### src/rtl/pwr_seq_pkg.sv
package pwr_seq_pkg;
    localparam int BYTE_W        = 8;
    localparam int BYTES_PER_INS = 4;
    localparam int BCNT_W        = $clog2(BYTES_PER_INS);
    localparam int MSG_W         = 2 * BYTE_W;
    localparam int N_TRANS       = 4;
    localparam int SEL_W         = 3;

    // host register select codes
    localparam logic [SEL_W-1:0] SEL_MADDR    = 3'd0;
    localparam logic [SEL_W-1:0] SEL_MDATA    = 3'd1;
    localparam logic [SEL_W-1:0] SEL_PTR_BASE = 3'd2;

    // transition index; higher index wins when triggers coincide
    typedef enum logic [1:0] {
        TR_SLEEP  = 2'd0,
        TR_WAKE3  = 2'd1,
        TR_WAKE12 = 2'd2,
        TR_WARM   = 2'd3
    } trans_e;

    typedef enum logic [1:0] {
        ST_IDLE  = 2'd0,
        ST_FETCH = 2'd1,
        ST_ISSUE = 2'd2,
        ST_WAIT  = 2'd3
    } eng_state_e;
endpackage

### src/rtl/seq_host_regs.sv
module seq_host_regs
    import pwr_seq_pkg::*;
#(
    parameter int IDX_W = 6
) (
    input  logic                            clk,
    input  logic                            rst_n,
    input  logic                            host_we,
    input  logic [SEL_W-1:0]                host_sel,
    input  logic [BYTE_W-1:0]               host_wdata,
    output logic                            mem_we,
    output logic [IDX_W+BCNT_W-1:0]         mem_waddr,
    output logic [BYTE_W-1:0]               mem_wdata,
    output logic [N_TRANS-1:0][IDX_W-1:0]   ptr
);
    localparam int ADDR_W = IDX_W + BCNT_W;
    localparam logic [IDX_W-1:0] END_IDX = '1;

    typedef struct packed {
        logic [ADDR_W-1:0]                maddr;
        logic [N_TRANS-1:0][IDX_W-1:0]    ptr;
    } regs_t;

    regs_t regs_d, regs_q;

    always_comb begin
        regs_d = regs_q;
        if (host_we) begin
            if (host_sel == SEL_MADDR) begin
                regs_d.maddr = ADDR_W'(host_wdata);
            end
            for (int k = 0; k < N_TRANS; k++) begin
                if (host_sel == SEL_PTR_BASE + SEL_W'(k)) begin
                    regs_d.ptr[k] = IDX_W'(host_wdata);
                end
            end
        end
    end

    always_ff @(posedge clk or negedge rst_n) begin
        if (!rst_n) begin
            regs_q.maddr <= '0;
            for (int k = 0; k < N_TRANS; k++) begin
                regs_q.ptr[k] <= END_IDX;
            end
        end else begin
            regs_q <= regs_d;
        end
    end

    assign mem_we    = host_we && (host_sel == SEL_MDATA);
    assign mem_waddr = regs_q.maddr;
    assign mem_wdata = host_wdata;
    assign ptr       = regs_q.ptr;


    ptr_load_chk: assert property (@(posedge clk) disable iff (!rst_n)
        (host_we && host_sel == SEL_PTR_BASE + SEL_W'(TR_WARM))
        |=> ptr[TR_WARM] == $past(host_wdata[IDX_W-1:0]));
endmodule

### src/rtl/seq_script_mem.sv
module seq_script_mem
    import pwr_seq_pkg::*;
#(
    parameter int ADDR_W = 8
) (
    input  logic              clk,
    input  logic              we,
    input  logic [ADDR_W-1:0] waddr,
    input  logic [BYTE_W-1:0] wdata,
    input  logic [ADDR_W-1:0] raddr,
    output logic [BYTE_W-1:0] rdata
);
    localparam int DEPTH = 1 << ADDR_W;

    logic [BYTE_W-1:0] mem_q [DEPTH];

    always_ff @(posedge clk) begin
        if (we) begin
            mem_q[waddr] <= wdata;
        end
    end

    assign rdata = mem_q[raddr];
endmodule

### src/rtl/seq_engine.sv
module seq_engine
    import pwr_seq_pkg::*;
#(
    parameter int IDX_W = 6
) (
    input  logic                            clk,
    input  logic                            rst_n,
    input  logic [N_TRANS-1:0]              trig,
    input  logic [N_TRANS-1:0][IDX_W-1:0]   ptr,
    input  logic                            tick,
    input  logic [BYTE_W-1:0]               rd_data,
    output logic [IDX_W+BCNT_W-1:0]         rd_addr,
    output logic                            busy,
    output logic                            msg_valid,
    output logic [MSG_W-1:0]                msg
);
    localparam logic [IDX_W-1:0]  END_IDX  = '1;
    localparam logic [BCNT_W-1:0] LAST_B   = BCNT_W'(BYTES_PER_INS - 1);
    localparam int                TSEL_W   = $clog2(N_TRANS);

    typedef struct packed {
        eng_state_e         st;
        logic [IDX_W-1:0]   pc;
        logic [BCNT_W-1:0]  bcnt;
        logic [BYTE_W-1:0]  hi;
        logic [BYTE_W-1:0]  lo;
        logic [BYTE_W-1:0]  dly;
        logic [IDX_W-1:0]   nxt;
    } eng_t;

    eng_t eng_d, eng_q;
    logic [TSEL_W-1:0] tsel;

    always_comb begin
        eng_d = eng_q;
        tsel  = '0;
        for (int k = 0; k < N_TRANS; k++) begin
            if (trig[k]) begin
                tsel = TSEL_W'(k);
            end
        end
        case (eng_q.st)
            ST_IDLE: begin
                if (|trig && ptr[tsel] != END_IDX) begin
                    eng_d.st   = ST_FETCH;
                    eng_d.pc   = ptr[tsel];
                    eng_d.bcnt = '0;
                end
            end
            ST_FETCH: begin
                case (eng_q.bcnt)
                    2'd0:    eng_d.hi  = rd_data;
                    2'd1:    eng_d.lo  = rd_data;
                    2'd2:    eng_d.dly = rd_data;
                    default: eng_d.nxt = IDX_W'(rd_data);
                endcase
                eng_d.bcnt = eng_q.bcnt + 1'b1;
                if (eng_q.bcnt == LAST_B) begin
                    eng_d.st = ST_ISSUE;
                end
            end
            ST_ISSUE: begin
                eng_d.st = ST_WAIT;
            end
            default: begin
                if (eng_q.dly == '0) begin
                    if (eng_q.nxt == END_IDX) begin
                        eng_d.st = ST_IDLE;
                    end else begin
                        eng_d.st   = ST_FETCH;
                        eng_d.pc   = eng_q.nxt;
                        eng_d.bcnt = '0;
                    end
                end else if (tick) begin
                    eng_d.dly = eng_q.dly - 1'b1;
                end
            end
        endcase
    end

    always_ff @(posedge clk or negedge rst_n) begin
        if (!rst_n) begin
            eng_q <= '{st: ST_IDLE, pc: '0, bcnt: '0, hi: '0, lo: '0, dly: '0, nxt: END_IDX};
        end else begin
            eng_q <= eng_d;
        end
    end

    assign rd_addr   = {eng_q.pc, eng_q.bcnt};
    assign busy      = (eng_q.st != ST_IDLE);
    assign msg_valid = (eng_q.st == ST_ISSUE);
    assign msg       = {eng_q.hi, eng_q.lo};


    strobe_single_chk: assert property (@(posedge clk) disable iff (!rst_n)
        msg_valid |=> !msg_valid);


    strobe_busy_chk: assert property (@(posedge clk) disable iff (!rst_n)
        msg_valid |-> busy);


    wait_hold_chk: assert property (@(posedge clk) disable iff (!rst_n)
        (eng_q.st == ST_WAIT && eng_q.dly != '0 && !tick)
        |=> (eng_q.st == ST_WAIT && $stable(eng_q.dly)));


    wait_gate_chk: assert property (@(posedge clk) disable iff (!rst_n)
        (eng_q.st == ST_WAIT && eng_q.dly != '0) |=> eng_q.st == ST_WAIT);


    fetch_pc_chk: assert property (@(posedge clk) disable iff (!rst_n)
        (eng_q.st == ST_FETCH && eng_q.bcnt != '0) |-> $stable(eng_q.pc));
endmodule

### src/rtl/pwr_script_seq.sv
module pwr_script_seq
    import pwr_seq_pkg::*;
#(
    parameter int IDX_W = 6
) (
    input  logic              clk,
    input  logic              rst_n,
    input  logic              host_we,
    input  logic [2:0]        host_sel,
    input  logic [7:0]        host_wdata,
    input  logic              trig_sleep,
    input  logic              trig_wake3,
    input  logic              trig_wake12,
    input  logic              trig_warm,
    input  logic              slow_tick,
    output logic              busy,
    output logic              msg_valid,
    output logic [15:0]       msg
);
    localparam int ADDR_W = IDX_W + BCNT_W;
    localparam logic [IDX_W-1:0] END_IDX = '1;

    logic                           mem_we;
    logic [ADDR_W-1:0]              mem_waddr;
    logic [BYTE_W-1:0]              mem_wdata;
    logic [ADDR_W-1:0]              rd_addr;
    logic [BYTE_W-1:0]              rd_data;
    logic [N_TRANS-1:0][IDX_W-1:0]  ptr;
    logic [N_TRANS-1:0]             trig_vec;

    assign trig_vec = {trig_warm, trig_wake12, trig_wake3, trig_sleep};

    seq_host_regs #(.IDX_W(IDX_W)) u_regs (
        .clk        (clk),
        .rst_n      (rst_n),
        .host_we    (host_we),
        .host_sel   (host_sel),
        .host_wdata (host_wdata),
        .mem_we     (mem_we),
        .mem_waddr  (mem_waddr),
        .mem_wdata  (mem_wdata),
        .ptr        (ptr)
    );

    seq_script_mem #(.ADDR_W(ADDR_W)) u_mem (
        .clk   (clk),
        .we    (mem_we),
        .waddr (mem_waddr),
        .wdata (mem_wdata),
        .raddr (rd_addr),
        .rdata (rd_data)
    );

    seq_engine #(.IDX_W(IDX_W)) u_eng (
        .clk       (clk),
        .rst_n     (rst_n),
        .trig      (trig_vec),
        .ptr       (ptr),
        .tick      (slow_tick),
        .rd_data   (rd_data),
        .rd_addr   (rd_addr),
        .busy      (busy),
        .msg_valid (msg_valid),
        .msg       (msg)
    );


    warm_disabled_chk: assert property (@(posedge clk) disable iff (!rst_n)
        (!busy && trig_warm && ptr[TR_WARM] == END_IDX) |=> !busy);
endmodule

### config.mk
export PLATFORM = sky130hd
export DESIGN_NAME = pwr_script_seq
export DESIGN_NICKNAME = d
export VERILOG_FILES = /design/src/rtl/pwr_seq_pkg.sv /design/src/rtl/seq_host_regs.sv /design/src/rtl/seq_script_mem.sv /design/src/rtl/seq_engine.sv /design/src/rtl/pwr_script_seq.sv
export SDC_FILE = /design/constraint.sdc
export NUM_CORES = 2
export LEC_CHECK = 0
export BUFFER_PORTS_ARGS = -buffer_cell sky130_fd_sc_hd__buf_2
export CAP_MARGIN = 20
export CORE_MARGIN = 2
export CORE_UTILIZATION = 60
export CTS_BUF_LIST = sky130_fd_sc_hd__clkbuf_8 sky130_fd_sc_hd__clkbuf_16
export CTS_CLUSTER_SIZE = 10
export DETAILED_ROUTE_END_ITERATION = 10
export PLACE_DENSITY = 0.77
export SETUP_SLACK_MARGIN = 0.4
export SKIP_CTS_REPAIR_TIMING = 1
export SLEW_MARGIN = 20
export SYNTH_ARGS = -nofsm -noshare
export SYNTH_HDL_FRONTEND = slang
export SYNTH_HIERARCHICAL = 1
export SYNTH_SLANG_ARGS = --single-unit
export TNS_END_PERCENT = 10
### constraint.sdc
create_clock -name clk -period 3.91 [get_ports clk]
set_input_delay 0.782 -clock clk [delete_from_list [all_inputs] [get_ports clk]]
set_output_delay 0.782 -clock clk [all_outputs]
set_load 0.005 [all_outputs]
==> flow_metrics.tcl <==
set metrics [dict create \
    status "completed" \
    placementRows 136 \
    worstPathCellList "buf_4, buf_16, buf_6, mux4_2, a22oi_1, a21oi_2, nor4_4, buf_4, nor4_4, a211oi_2, a21oi_1" \
    p_leak_nw 31.0 \
    vias_per_cell 7.08 \
    areaGrowthSynthToFinish_pct 14.3 \
    setup_viol 0 \
    instances_no_fill 6408 \
    synth.area.top_cells "edfxtp_1 74%, mux4_2 12%, mux2i_1 1.7%" \
    path_max_fanout 19 \
    synthTopCellsByCount "2048 x edfxtp_1, 454 x mux4_2, 302 x nor2_1" \
    nFillCells 7754 \
    synth_cell_types 69 \
    synthArstFlopShare_pct 3.40 \
    regToRegStartpoint "u_eng/rd_addr[1]" \
    post-route-util_pct 69.1 \
    antenna_found_initial 3 \
    peakVddDrop_mv 0.586 \
    max_freq_mhz 277 \
    cts_root_buf "clkbuf_16" \
    p_per_area_nw_per_um2 656 \
    min_path_type "primary input to asynchronous set/reset pin" \
    ff2ff_setup_slack_ns 0.29 \
    final-seq-area_um2 63400 \
    wl_um 219000 \
    synth.avg_cell_area_um2 20.5 \
    h-tree-depth 4 \
    synth_seq_cells 2120 \
    drt_iter0_markers 7057 \
    reg2reg_depth 11 \
    initial_core_util_pct 60.5 \
    gr-usage-met3_pct 8.00 \
    syn_nets 4088 \
    io_buffers 36 \
    arrival_ns 4.30 \
    nets 4562 \
    synth.most_common_cell "edfxtp_1" \
    cts.clk_slew.worst_paths_ns 0.06 \
    top_usage_layer "met2" \
    clock_latency_ns 0.86 \
    die_x_um 377 \
    cap_violations 0 \
    grt_max_degree 166 \
    hold_viol 0 \
    tritoncts "yes" \
    grt.total_usage_pct 30.2 \
    worst_slew_pin_slew_ns 1.14 \
    critical_path_class "flip-flop to flip-flop" \
    r2r-end "u_eng/eng_q[7]" \
    cp-end-kind "flip-flop" \
    firstDrtPassIters 6 \
    cts_inserted_buffers 231 \
    start_kind "flip-flop" \
    cts_buffer_depth 3 \
    clkSinkCount 2120 \
    route.detailed.drc 0 \
    core_um2 138000 \
    synth_cells 4059 \
    synthFlopType "edfxtp_1" \
    skew_ns 0.0316 \
    grt_pass1_wl_um 307000 \
    slew_violations 0 \
    max_stage_delay_ns 0.58 \
    ios 37 \
    yosysSeqAreaShare_pct 76.1 \
    ant_nets 0 \
    syn_area_um2 83300 \
    slew_headroom_pct 24.1 \
    drive_above_1_share_pct 30.0 \
    gp_congestion 0.905 \
    yosysTopAreaCell "edfxtp_1" \
    numPlacedInstances 6056 \
    die_h_um 377 \
    min_period_over_period_pct 92.5 \
    synth_top_area_share_pct 73.8 \
    slowest_stage "dfrtp_4" \
    num_vias 45400 \
    synth_edf_count 2048 \
    cp.required_ns 4.59 \
    grt-ovfl-total 0 \
    use_met2_pct 47.3 \
    yosysWarningCount 6 \
    grtUsageMet1_pct 41.2 \
    rsz0062_at_grt "true" \
    dp_hpwl_um 127000 \
    drt-wirelength-per-cell_um 34.2 \
    fp.dieArea_um2 142000 \
    min_period_ns 3.62 \
    grt_pass1_vias 44600 \
    multi_input_area_um2 18600 \
]
-- worst max-delay path: cells and delay by family, from the launching register on --
kind,cells,cell delay (ns)
AND/OR/NAND/NOR,2,0.43
AO/OA/AOI/OAI,4,1.01
multiplexers,1,0.35
flip-flops,1,0.58
buffers and inverters,4,1.02
-- power breakdown --
part,internal (W),switching (W)
Sequential,0.0253,0.000467
Combinational,0.00767,0.0102
Clock,0.0106,0.00822
-- cell usage in the layout (no fill, tap or decap), types with 18 or more instances in the layout --
cell type	netlist	routed
inv_1	13	76
mux2_2	57	57
dfstp_2	30	30
buf_12	8	27
nand2_1	49	49
edfxtp_1	2048	2048
mux2i_1	142	142
o21ai_0	20	18
clkbuf_16	0	245
dfrtp_1	42	37
a22oi_1	139	138
nor3_1	26	20
buf_2	35	27
nor2_1	302	296
buf_4	59	422
a21oi_1	108	99
o221ai_1	46	45
mux4_2	454	454
nand3_1	37	37
o22ai_1	28	28
nor2b_1	35	29
-- state kept, by name, indices dropped and copies added, names as in the netlist --
| signal | cells |
|---|---|
| u_eng/eng_q | 16 |
| u_eng/msg | 16 |
| u_eng/rd_addr | 8 |
| u_mem/mem_q | 2048 |
| u_regs/mem_waddr | 8 |
| u_regs/ptr | 24 |
-- cell families after synthesis --
group / count (synthesis) / share of synthesized area, %
DFF: 2120 / 76.1
muxes: 663 / 14.9
and+or+nand+nor: 537 / 2.99
AOI/OAI and AO/OA: 439 / 3.70
buffers and inverters: 290 / 2.17
adders and majority gates: 10 / 0.150
-- per-layer routing --
metal,routed length [µm],vias up
met5,15,-
met4,8990,2
met3,28600,590
met2,106000,3674
met1,75300,23400
li1,-,17700
-- stage by stage --
step / cell area [µm²] / hold WS, ns / TNS, ns / total power (W) / setup WS, ns
floorplan: 83300 / 0.465 / 0 / 0.0367 / 1.10
global placement: 87900 / 0.485 / -5.82 / 0.0418 / -0.485
detailed placement: 87900 / 0.515 / -5.82 / 0.0420 / -0.498
CTS: 94200 / 0.0835 / -7.00 / 0.0608 / -0.494
global route: 95200 / 0.165 / 0 / 0.0640 / 0.270
finish: 95200 / 0.0992 / 0 / 0.0625 / 0.295
-- worst max path at each step --
| stage | startpoint | end | slack (ns) | depth (start not counted) |
|---|---|---|---|---|
| 2_1_floorplan | host_sel[0] | u_mem/mem_q[234][0] | 1.10 | 7 |
| 3_3_place_gp | u_eng/rd_addr[0] | u_eng/eng_q[11] | -0.49 | 11 |
| 3_5_place_dp | u_eng/rd_addr[0] | u_eng/eng_q[9] | -0.50 | 11 |
| 4_1_cts | u_eng/rd_addr[0] | u_eng/eng_q[9] | -0.49 | 11 |
| 5_1_grt | u_eng/rd_addr[1] | u_eng/eng_q[7] | 0.27 | 11 |
| 6_report | u_eng/rd_addr[1] | u_eng/eng_q[7] | 0.29 | 11 |
-- layout make-up --
type,count,area share [%]
Sequential cell,2120,66.6
Multi-Input combinational cell,1649,19.5
Clock buffer,238,6.25
Timing Repair Buffer,517,4.86
Tap cell,1794,2.36
Clock inverter,75,0.375
Inverter,14,0.0552
Antenna cell,1,0.00263
(Power assumes the default switching activity.)
